`config.mk`:
```
export PLATFORM = sky130hd
export DESIGN_NAME = irq_pend_ctrl
export DESIGN_NICKNAME = d
export VERILOG_FILES = /design/src/rtl/irq_pkg.sv /design/src/rtl/irq_edge.sv /design/src/rtl/irq_pick.sv /design/src/rtl/irq_pend_ctrl.sv
export SDC_FILE = /design/constraint.sdc
export NUM_CORES = 1
export LEC_CHECK = 0
export ABC_AREA = 0
export ABC_CLOCK_PERIOD_IN_PS = 2900
export BUFFER_PORTS_ARGS = -buffer_cell sky130_fd_sc_hd__buf_2
export CAP_MARGIN = 20
export CORE_MARGIN = 10
export CORE_UTILIZATION = 40
export CTS_BUF_LIST = sky130_fd_sc_hd__clkbuf_16
export DETAILED_ROUTE_END_ITERATION = 6
export GPL_TIMING_DRIVEN = 0
export HOLD_SLACK_MARGIN = 0.12
export PLACE_DENSITY_LB_ADDON = 0.12
export SLEW_MARGIN = 20
export SYNTH_ARGS = -nofsm -noshare
export SYNTH_HDL_FRONTEND = slang
export SYNTH_HIERARCHICAL = 1
export SYNTH_SLANG_ARGS = --single-unit
```
`constraint.sdc`:
```
create_clock -name clk -period 2.9 [get_ports clk]
set_input_delay 0.58 -clock clk [delete_from_list [all_inputs] [get_ports clk]]
set_output_delay 0.58 -clock clk [all_outputs]
set_load 0.1 [all_outputs]
```
`src/rtl/irq_pkg.sv`:
```
package irq_pkg;
  typedef enum logic [1:0] {
    SEL_PEND    = 2'd0,
    SEL_MASK    = 2'd1,
    SEL_SUBPEND = 2'd2,
    SEL_SUBMASK = 2'd3
  } reg_sel_e;
endpackage

```
`src/rtl/irq_edge.sv`:
```
module irq_edge #(
  parameter int W = 8
) (
  input  logic         clk,
  input  logic         rst,
  input  logic [W-1:0] line_i,
  output logic [W-1:0] rise_o
);
  logic [W-1:0] prev_q;

  // The previous value is sampled even during reset, so a line held high
  // through reset does not count as an edge afterwards.
  for (genvar i = 0; i < W; i++) begin : g_bit
    always_ff @(posedge clk) prev_q[i] <= line_i[i];
    assign rise_o[i] = line_i[i] & ~prev_q[i] & ~rst;
  end
endmodule

```
`src/rtl/irq_pick.sv`:
```
module irq_pick #(
  parameter int NP = 8,
  parameter int IW = 4
) (
  input  logic          clk,
  input  logic          rst,
  input  logic [NP-1:0] elig_i,
  input  logic          sum_req_i,
  input  logic          take_i,
  output logic          cand_v_o,
  output logic [IW-1:0] cand_id_o
);
  function automatic logic [IW-1:0] lowest_set(input logic [NP-1:0] v);
    logic [IW-1:0] r;
    r = IW'(NP);
    for (int i = NP - 1; i >= 0; i--) begin
      if (v[i]) r = IW'(i);
    end
    return r;
  endfunction

  always_ff @(posedge clk) begin
    if (rst) begin
      cand_v_o  <= 1'b0;
      cand_id_o <= '0;
    end else begin
      cand_v_o  <= ~take_i & ((|elig_i) | sum_req_i);
      cand_id_o <= lowest_set(elig_i);
    end
  end
endmodule

```
`src/rtl/irq_pend_ctrl.sv`:
```
module irq_pend_ctrl
  import irq_pkg::*;
#(
  parameter int NP = 8,
  parameter int NS = 6,
  localparam int NV = NP + 1,
  localparam int IW = $clog2(NV),
  localparam int DW = (NV > NS) ? NV : NS
) (
  input  logic          clk,
  input  logic          rst,
  input  logic [NP-1:0] irq_line_i,
  input  logic [NS-1:0] sub_line_i,
  input  logic          reg_wr_i,
  input  logic [1:0]    reg_addr_i,
  input  logic [DW-1:0] reg_wdata_i,
  output logic [DW-1:0] reg_rdata_o,
  input  logic          bnd_i,
  input  logic          late_i,
  input  logic          restore_i,
  input  logic          vec_take_i,
  output logic          vec_req_o,
  output logic [IW-1:0] vec_id_o
);
  logic [NP-1:0] pend_q, pend_d, young_q, young_d;
  logic [NP-1:0] irq_rise_w, take_oh_w, elig_w;
  logic [NP:0]   mask_q;
  logic [NS-1:0] sub_pend_q, sub_pend_d, sub_mask_q, sub_rise_w;
  logic          inhib_q, cand_v_q, take_w, sum_req_w;
  logic [IW-1:0] cand_id_q;
  logic          wr_pend, wr_mask, wr_subpend, wr_submask;
  reg_sel_e      sel;

  assign sel        = reg_sel_e'(reg_addr_i);
  assign wr_pend    = reg_wr_i && (sel == SEL_PEND);
  assign wr_mask    = reg_wr_i && (sel == SEL_MASK);
  assign wr_subpend = reg_wr_i && (sel == SEL_SUBPEND);
  assign wr_submask = reg_wr_i && (sel == SEL_SUBMASK);

  irq_edge #(.W(NP)) u_irq_edge (
    .clk(clk), .rst(rst), .line_i(irq_line_i), .rise_o(irq_rise_w)
  );
  irq_edge #(.W(NS)) u_sub_edge (
    .clk(clk), .rst(rst), .line_i(sub_line_i), .rise_o(sub_rise_w)
  );

  // A vector is taken only when it is actually being presented.
  assign take_w = bnd_i & vec_take_i & vec_req_o;

  always_comb begin
    for (int i = 0; i < NP; i++) take_oh_w[i] = take_w && (cand_id_q == IW'(i));
  end

  // Order of effects: software write, then the take clears the bit, then a
  // hardware edge sets it.
  always_comb begin
    pend_d = wr_pend ? reg_wdata_i[NP-1:0] : pend_q;
    pend_d = (pend_d & ~take_oh_w) | irq_rise_w;
  end

  // A bit that becomes pending during the late window waits out one boundary.
  always_comb begin
    young_d = bnd_i ? '0 : young_q;
    young_d = young_d | (pend_d & ~pend_q & {NP{late_i}});
  end

  always_comb begin
    sub_pend_d = wr_subpend ? (sub_pend_q & ~reg_wdata_i[NS-1:0]) : sub_pend_q;
    sub_pend_d = sub_pend_d | sub_rise_w;
  end

  assign elig_w    = pend_q & mask_q[NP-1:0] & ~young_q;
  assign sum_req_w = mask_q[NP] & (|(sub_pend_q & sub_mask_q));

  always_ff @(posedge clk) begin
    if (rst) begin
      pend_q     <= '0;
      young_q    <= '0;
      mask_q     <= '0;
      sub_pend_q <= '0;
      sub_mask_q <= '0;
      inhib_q    <= 1'b0;
    end else begin
      pend_q     <= pend_d;
      young_q    <= young_d;
      sub_pend_q <= sub_pend_d;
      if (wr_mask)    mask_q     <= reg_wdata_i[NP:0];
      if (wr_submask) sub_mask_q <= reg_wdata_i[NS-1:0];
      if (restore_i)  inhib_q    <= 1'b1;
      else if (bnd_i) inhib_q    <= 1'b0;
    end
  end

  irq_pick #(.NP(NP), .IW(IW)) u_pick (
    .clk(clk), .rst(rst), .elig_i(elig_w), .sum_req_i(sum_req_w),
    .take_i(take_w), .cand_v_o(cand_v_q), .cand_id_o(cand_id_q)
  );

  assign vec_req_o = cand_v_q & ~inhib_q;
  assign vec_id_o  = cand_id_q;

  always_comb begin
    unique case (sel)
      SEL_PEND:    reg_rdata_o = DW'(pend_q);
      SEL_MASK:    reg_rdata_o = DW'(mask_q);
      SEL_SUBPEND: reg_rdata_o = DW'(sub_pend_q);
      default:     reg_rdata_o = DW'(sub_mask_q);
    endcase
  end
endmodule

```
# Yosys cells after proc, flatten, opt, wreduce, memory -nomap -nowiden
# Index checks and enable logic that the tools add are counted.
dict set report op_classes {
  eq_ne 10
  n_reduce_logical 21
  n_mux 13
  bitwise 65
}
# cell n
set ops {}
lappend ops {{$and 8x8->8} 5}
lappend ops {{$and 1x1->1} 33}
lappend ops {{$pmux 9 s3} 1}
lappend ops {{$not 8->8} 3}
lappend ops {{$not 1->1} 17}
lappend ops {{$eq 4x3->1 const B} 4}
lappend ops {{$mux 8} 2}
lappend ops {{$or 8x8->8} 2}
lappend ops {{$reduce_or 8->1} 2}
lappend ops {{$and 6x6->6} 2}
lappend ops {{$logic_and 1x1->1} 12}
lappend ops {{$mux 3} 3}
lappend ops {{$eq 4x2->1 const B} 2}
lappend ops {{$mux 6} 1}
lappend ops {{$not 6->6} 1}
lappend ops {{$or 6x6->6} 1}
lappend ops {{$reduce_or 6->1} 1}
lappend ops {{$reduce_or 5->1} 1}
lappend ops {{$eq 2x2->1 const B} 2}
lappend ops {{$eq 4x1->1 const B} 1}
lappend ops {{$logic_not 4->1} 1}
lappend ops {{$mux 2} 2}
lappend ops {{$mux 4} 1}
lappend ops {{$mux 1} 3}
lappend ops {{other kinds (6)} 6}
dict set report totals {
  elab_cells 134
  output_inout_bits 14
  reg_bits 57
}

# Depth between registers and ports, before layout
# Gate-level depths: netlist of the first run.
dict set report depth {
  word_depth 10
  mapped_depth 5
  mapped_depth_nobuf 5
}

# By module
# The synthesis of the first run kept the hierarchy.
# module seq_area_each_um2 instances cells_per_inst area_each_um2
set by_module_without_submodules {}
lappend by_module_without_submodules {irq_pend_ctrl 760.7 1 210 1964.4}
lappend by_module_without_submodules {{irq_edge (u_irq_edge)} 160.2 1 17 271.5}
lappend by_module_without_submodules {irq_pick 100.1 1 22 206.4}
lappend by_module_without_submodules {{irq_edge (u_sub_edge)} 120.1 1 12 170.2}

# Worst setup path before layout of the first run
# OpenSTA, ideal clock, no wires.
dict set report synth_timing {
  kind {input -> output}
  start {input port reg_addr_i[0]}
  end {output port reg_rdata_o[8]}
  t_arrival_ps 3173
  cell_stages 3
  n_path_buf 2
  path_slack_ps -853
  cell_sequence {buf_2 -> buf_2 -> nor3b_1}
}
dict set report synth_via {
  elab_chain_len 2
  word_cells_on_any_way 4
  classes_between {2 x eq/ne; 1 x mux; 1 x reduce/logical}
}
# item line
set synth_rtl {}
lappend synth_rtl {{from (decl)} irq_pend_ctrl.sv:15} ;# input logic [1:0] reg_addr_i,
lappend synth_rtl {{$eq 2x2->1 (tied with other cells)} irq_pend_ctrl.sv:103} ;# unique case (sel)
lappend synth_rtl {{$pmux 9 s3 (*)} irq_pend_ctrl.sv:103}
lappend synth_rtl {{to (decl)} irq_pend_ctrl.sv:17} ;# output logic [DW-1:0] reg_rdata_o,
# Every way passes the cells marked *; elsewhere a longest branch is shown, timed or not.

# Worst setup path after layout of the first run
dict set report layout_timing {
  start {input port reg_addr_i[0]}
  end {output port reg_rdata_o[4]}
}
# The elaborated chain is that of the path after synthesis.

==> impl_metrics.tcl, run 1 <==
set metrics [dict create \
    ios 46 \
    grtUsageTotal_pct 14.4 \
    wirelength_microns 7090 \
    max_stage_delay_ns 0.36 \
    synth_warnings 6 \
    cts_resized 0 \
    clkLatencyLatePin_ns 0.32 \
    cp-startpoint "reg_addr_i[0]" \
    ant_nets 0 \
    synth_nets 293 \
    finalSetupViolations 0 \
    cap_viol_max_count 0 \
    viasPerCell 5.50 \
    hold_buffers 0 \
    fin_nets 345 \
    synth_top_area_share_pct 43.7 \
    critPathSlowestCell "mux4_1" \
    fmax_mhz 431 \
    area_growth_pct 22.3 \
    drt_iter0_markers 131 \
    syn_avg_cell_area_sq_um 10.0 \
    min_period_ns 2.32 \
    cts_buffers 9 \
    end_kind "primary output" \
    yosysUniqueCellTypes 36 \
    grt_max_degree 13 \
    synth_area_leaders "dfxtp_1, mux2i_1, mux4_1" \
    fp.dieW_microns 101 \
    cts_max_path_buffers 2 \
    hold_path_startpoint "sub_line_i[1]" \
    p_leak_nw 1.36 \
    critical_path.most_common_cell "buf_2" \
    synth-seq-cells 57 \
    h-tree-depth 3 \
    synth-async-reset-ratio_pct 0 \
    finalClockSkew_ns 0.00552 \
    grt_pass1_vias 2205 \
    fin_util_pct 50.3 \
    timing.final.crit_share_pct 80.0 \
    worstPathRequired_ns 2.32 \
    hold_viol 0 \
    overflow 0 \
    cts_tree "done" \
    die_h_microns 101 \
    synth_edf_count 0 \
    drt-wirelength-per-cell_microns 18.0 \
    rsz0062_at_grt "false" \
    seq_area_frac_synth_pct 43.7 \
    n_antenna_cell 0 \
    drt_first_pass_iters 4 \
    dr_total_vias 2168 \
    cts_root_buf "clkbuf_16" \
    start_util_pct 41.1 \
    worstPathCellList "buf_2, buf_2, mux4_1, buf_2" \
    antenna_found_initial 0 \
    tightest_slew_ns 0.644 \
    criticalPathCategory "input port to primary output" \
    clock_sinks 57 \
    drc 0 \
    clkTransAtPathRegs_ns 0.05 \
    start_kind "input port" \
    synth_top_area_cell "dfxtp_1" \
    grt_first_pass_wirelength_microns 11300 \
    coreArea_sq_um 6350 \
    peakVddDrop_mv 0.471 \
    post_cts_buffers 0 \
    drive_gt1_share_pct 24.0 \
    placementRows 29 \
    portBuffers 41 \
    setup-tns-final_ns 0 \
    arrival_ns 1.74 \
    cp_max_fo 10 \
    report.final.slew_viol_count 0 \
    syn_inst 261 \
    run_status "complete, no violations" \
    hp-class "input port to register" \
    fillers 620 \
    netlist_area_sq_um 2610 \
    max-slew-margin-rel_pct 57.1 \
    p_per_area_nw_per_um2 651 \
    synth_flop_cell "dfxtp_1" \
    gp_congestion 0.813 \
    reg2reg_from "inhib_q$_SDFFE_PP0P_" \
    dp_hpwl_microns 5080 \
    die-area_sq_um 10200 \
]
cell usage after synthesis (all sizes together), types with 3 or more instances:
cell    instances
a21oi           8
a22oi           3
a32oi           8
and4            3
buf             9
clkbuf          4
dfxtp          57
inv            13
mux2i          25
mux4            6
nand2          25
nand2b          3
nand4b          7
nor2           38
nor3b          16
nor4            5
o31ai           7
o32ai           8
flip-flops by register name, summed over array words and instances (netlist names):
register           cells
inhib_q                1
mask_q                 9
pend_q                 8
sub_mask_q             6
sub_pend_q             6
u_irq_edge/prev_q      8
u_pick/cand_id_o       4
u_pick/cand_v_o        1
u_sub_edge/prev_q      6
young_q                8
worst max-delay path: cells and delay by family:
family / cells / cell delay [ns]
buffers and inverters: 3 / 0.79
multiplexers: 1 / 0.36
placed cells by master (no fill, tap or decap), types with 2 or more instances in the layout:
cell type / n
nor4_1: 4
clkbuf_1: 4
a21oi_1: 8
mux4_1: 6
nor2_1: 38
and4_1: 3
dfxtp_1: 57
mux2i_1: 25
clkbuf_16: 9
nand4b_1: 7
nor3b_1: 5
nand2b_1: 3
nor3_1: 2
buf_2: 46
inv_1: 13
a32oi_1: 8
o32ai_1: 8
o31ai_1: 7
clkinv_1: 6
nor3b_2: 11
a22oi_1: 3
buf_6: 3
nand2_1: 25
layout make-up:
class	count	area, sq um	share of cell area (%)
multi-input combinational	176	1340	41.9
sequential	57	1140	35.7
clock buffer	9	225	7.05
timing repair buffer	41	205	6.42
tap	77	96.3	3.02
buffer	13	81.3	2.55
inverter	15	56.3	1.76
clock inverter	6	50.0	1.57
stage by stage:
| stage | setup WS [ns] | power (W) | hold slack, ns | std cells | instance area, sq um |
|---|---|---|---|---|---|
| 2_1_floorplan | 0.0464 | 0.00104 | 0.463 | 261 | 2620 |
| 3_3_place_gp | 0.563 | 0.00111 | 0.477 | 379 | 2920 |
| 3_5_place_dp | 0.590 | 0.00111 | 0.495 | 379 | 2920 |
| 4_1_cts | 0.566 | 0.00211 | 0.354 | 394 | 3190 |
| 5_1_grt | 0.499 | 0.00217 | 0.356 | 394 | 3190 |
| 6_report | 0.579 | 0.00208 | 0.364 | 394 | 3190 |
report_power, final:
part	internal, W	switching, W
logic	0.0000819	0.000164
registers	0.000823	0.0000267
clock network	0.000644	0.000340
kinds of logic (layout without fill, tap and decap cells):
family                 count (synthesis)  in the layout  share of synthesized area [%]
AOI/OAI and AO/OA                     41             41                           12.2
buffers and inverters                 28             84                           5.27
DFF                                   57             57                           43.7
muxes                                 31             31                           15.6
and+or+nand+nor                      104            104                           23.3
final timing paths:
| check | endpoint | slack, ns | cells past startpoint |
|---|---|---|---|
| worst min register to register | mask_q[8]$_SDFFE_PP0P_ | 0.50 | 2 |
| worst min-delay path | u_sub_edge/prev_q[1]$_DFF_P_ | 0.36 | 1 |
| worst max-delay path | reg_rdata_o[4] | 0.58 | 4 |
| worst max register to register | young_q[5]$_SDFF_PP0_ | 1.32 | 3 |
routing by layer:
layer	GRT usage, %	vias up	wire length (microns)
met5	0	-	0
met4	5.43	0	77
met3	5.90	6	486
met2	21.7	63	3170
met1	17.8	1027	3360
li1	-	1072	-
Power figures use the tool's default switching activity.
==> run 2, diff against run 1 <==
--- a/config.mk
+++ b/config.mk
@@ -6,7 +6,7 @@
 export NUM_CORES = 1
 export LEC_CHECK = 0
 export ABC_AREA = 0
-export ABC_CLOCK_PERIOD_IN_PS = 2900
+export ABC_CLOCK_PERIOD_IN_PS = 2400
 export BUFFER_PORTS_ARGS = -buffer_cell sky130_fd_sc_hd__buf_2
 export CAP_MARGIN = 20
 export CORE_MARGIN = 10
==> constraint.sdc (replaced) <==
create_clock -name clk -period 2.4 [get_ports clk]
set_input_delay 0.48 -clock clk [delete_from_list [all_inputs] [get_ports clk]]
set_output_delay 0.48 -clock clk [all_outputs]
set_load 0.1 [all_outputs]
==> run 2 against run 1 <==
Compared with the run above:
- combinational power is 21% higher
- sequential share of layout area shrank 0.29 points
- register-to-register slack worse by 0.45 ns
- critical path depth did not move
- die area unchanged
- largest cell class unchanged
- count of clock-buffer cells in the layout did not move
- flip-flop and latch count is the same
- worst setup slack got worse by 0.30 ns
- power grew 24%
==> impl_metrics.tcl, run 2 (synthesis gave the netlist of run 1 again) <==
set metrics [dict create \
    cts_buffers 9 \
    gr-max-usage-layer "met2" \
    p_total_w 0.00257 \
    post_cts_buffers 0 \
    drt-wirelength-per-cell_microns 17.9 \
    die-area_sq_um 10200 \
    end_kind "primary output" \
    cts_root_buf "clkbuf_16" \
    cp-startpoint "reg_addr_i[0]" \
    dpl_cell_area_sq_um 2920 \
    grt_first_pass_wirelength_microns 11200 \
    fmax_mhz 472 \
    grt_max_degree 13 \
    finalClockSkew_ns 0.00315 \
    layout_commonest_cell "dfxtp_1" \
    placementRows 29 \
    max-slew-margin-rel_pct 59.5 \
    p_int_w 0.00189 \
    fin_hold_ws_ns 0.267 \
    drive_gt1_share_pct 26.1 \
    final_cell_mix "dfxtp_1, buf_2, nor2_1, mux2i_1, nand2_1" \
    fin_util_pct 50.7 \
    switching_share_pct 26.4 \
    grtUsageTotal_pct 14.1 \
    design_area_sq_um 3220 \
    cp_max_fo 10 \
    clkLatencyLatePin_ns 0.32 \
    met3_usage_pct 5.28 \
    clkTransAtPathRegs_ns 0.05 \
    fp.dieW_microns 101 \
    hp-class "input port to register" \
    dr_total_vias 2139 \
    ios 46 \
    r2r_end "young_q[5]$_SDFF_PP0_" \
    die_h_microns 101 \
    report.final.slew_viol_count 0 \
    portBuffers 41 \
    regMostFlops "mask_q" \
    start_util_pct 41.1 \
    combPwrFrac_pct 11.6 \
    p_sw_w 0.000678 \
    globalRouteMet2Util_pct 21.0 \
    dp_hpwl_microns 5130 \
    cts_tree "done" \
    drt_iter0_markers 82 \
    gp_congestion 0.776 \
    hold_path_startpoint "irq_line_i[5]" \
    run_status "complete, no violations" \
    cap_viol_max_count 0 \
    antenna_found_initial 0 \
    arrival_ns 1.64 \
    coreArea_sq_um 6350 \
    overflow 0 \
    timing.final.crit_share_pct 88.4 \
    power_frac_clock_pct 48.5 \
    viasPerCell 5.42 \
    grt_pass1_vias 2179 \
    ant_nets 0 \
    hold_viol 0 \
    cts_resized 0 \
    criticalPathCategory "input port to primary output" \
    peakVddDrop_mv 0.717 \
    holdPathEnd "u_irq_edge/prev_q[5]$_DFF_P_" \
    fin_nets 345 \
    cts_max_path_buffers 2 \
    rr_worst_depth 3 \
    r2r_slack_ns 0.87 \
    n_antenna_cell 0 \
    worstPathRequired_ns 1.92 \
    drc 0 \
    clock_sinks 57 \
    hold_buffers 0 \
    start_kind "input port" \
    grt_use_met1_pct 18.3 \
    reg2reg_from "inhib_q$_SDFFE_PP0P_" \
    finalSetupViolations 0 \
    holdPathStages 1 \
    largest_register_ffs 9 \
    tightest_slew_ns 0.607 \
    drt_first_pass_iters 4 \
    p_leak_nw 1.36 \
    wirelength_microns 7090 \
    rsz0062_at_grt "false" \
    h-tree-depth 3 \
    area_growth_pct 23.3 \
    sequentialPowerShare_pct 39.9 \
    setup-tns-final_ns 0 \
    p_per_area_nw_per_um2 798 \
    min_period_ns 2.12 \
]
==> run 2: cell count changes in the layout (fill, tap and decap cells not counted), sizes merged <==
cell / change
clkinv: -2
clkinvlp: +3
==> run 2: per-layer routing <==
layer,share of wire [%],up-vias
met1,48,1003
li1,-,1069
met3,6.7,2
met2,45,65
met4,0.48,0
met5,0,-
==> run 2: worst max path at each step <==
stage / end / depth (start not counted)
detailed placement: reg_rdata_o[3] / 4
floorplan: reg_rdata_o[8] / 3
global route: reg_rdata_o[4] / 4
finish: reg_rdata_o[4] / 4
CTS: reg_rdata_o[3] / 4
global placement: reg_rdata_o[4] / 4
==> run 2: metrics by stage <==
step / std cells / worst slack (ns)
2_1_floorplan: 261 / -0.151
3_3_place_gp: 379 / 0.261
3_5_place_dp: 379 / 0.288
4_1_cts: 395 / 0.277
5_1_grt: 395 / 0.194
6_report: 395 / 0.279
==> run 2: worst max-delay path, stage by stage <==
cell and delay (ns):
buf_2 0.18, buf_2 0.30, mux4_1 0.35, buf_2 0.31
==> run 2: area by class of cell <==
cell class	count	area, sq um
Fill cell	591	3130
Multi-Input combinational cell	176	1340
Sequential cell	57	1140
Clock buffer	9	225
Timing Repair Buffer	41	205
Tap cell	77	96.3
Buffer	13	81.3
Clock inverter	7	71.3
Inverter	15	56.3
==> run 2: power by group through the flow <==
stage               Combinational (W)  Sequential [W]  Clock (W)
global placement             0.000296         0.00104          0
detailed placement           0.000299         0.00104          0
finish                       0.000298         0.00103    0.00125
CTS                          0.000301         0.00103    0.00128
global route                 0.000322         0.00103    0.00132
floorplan                    0.000202         0.00105          0
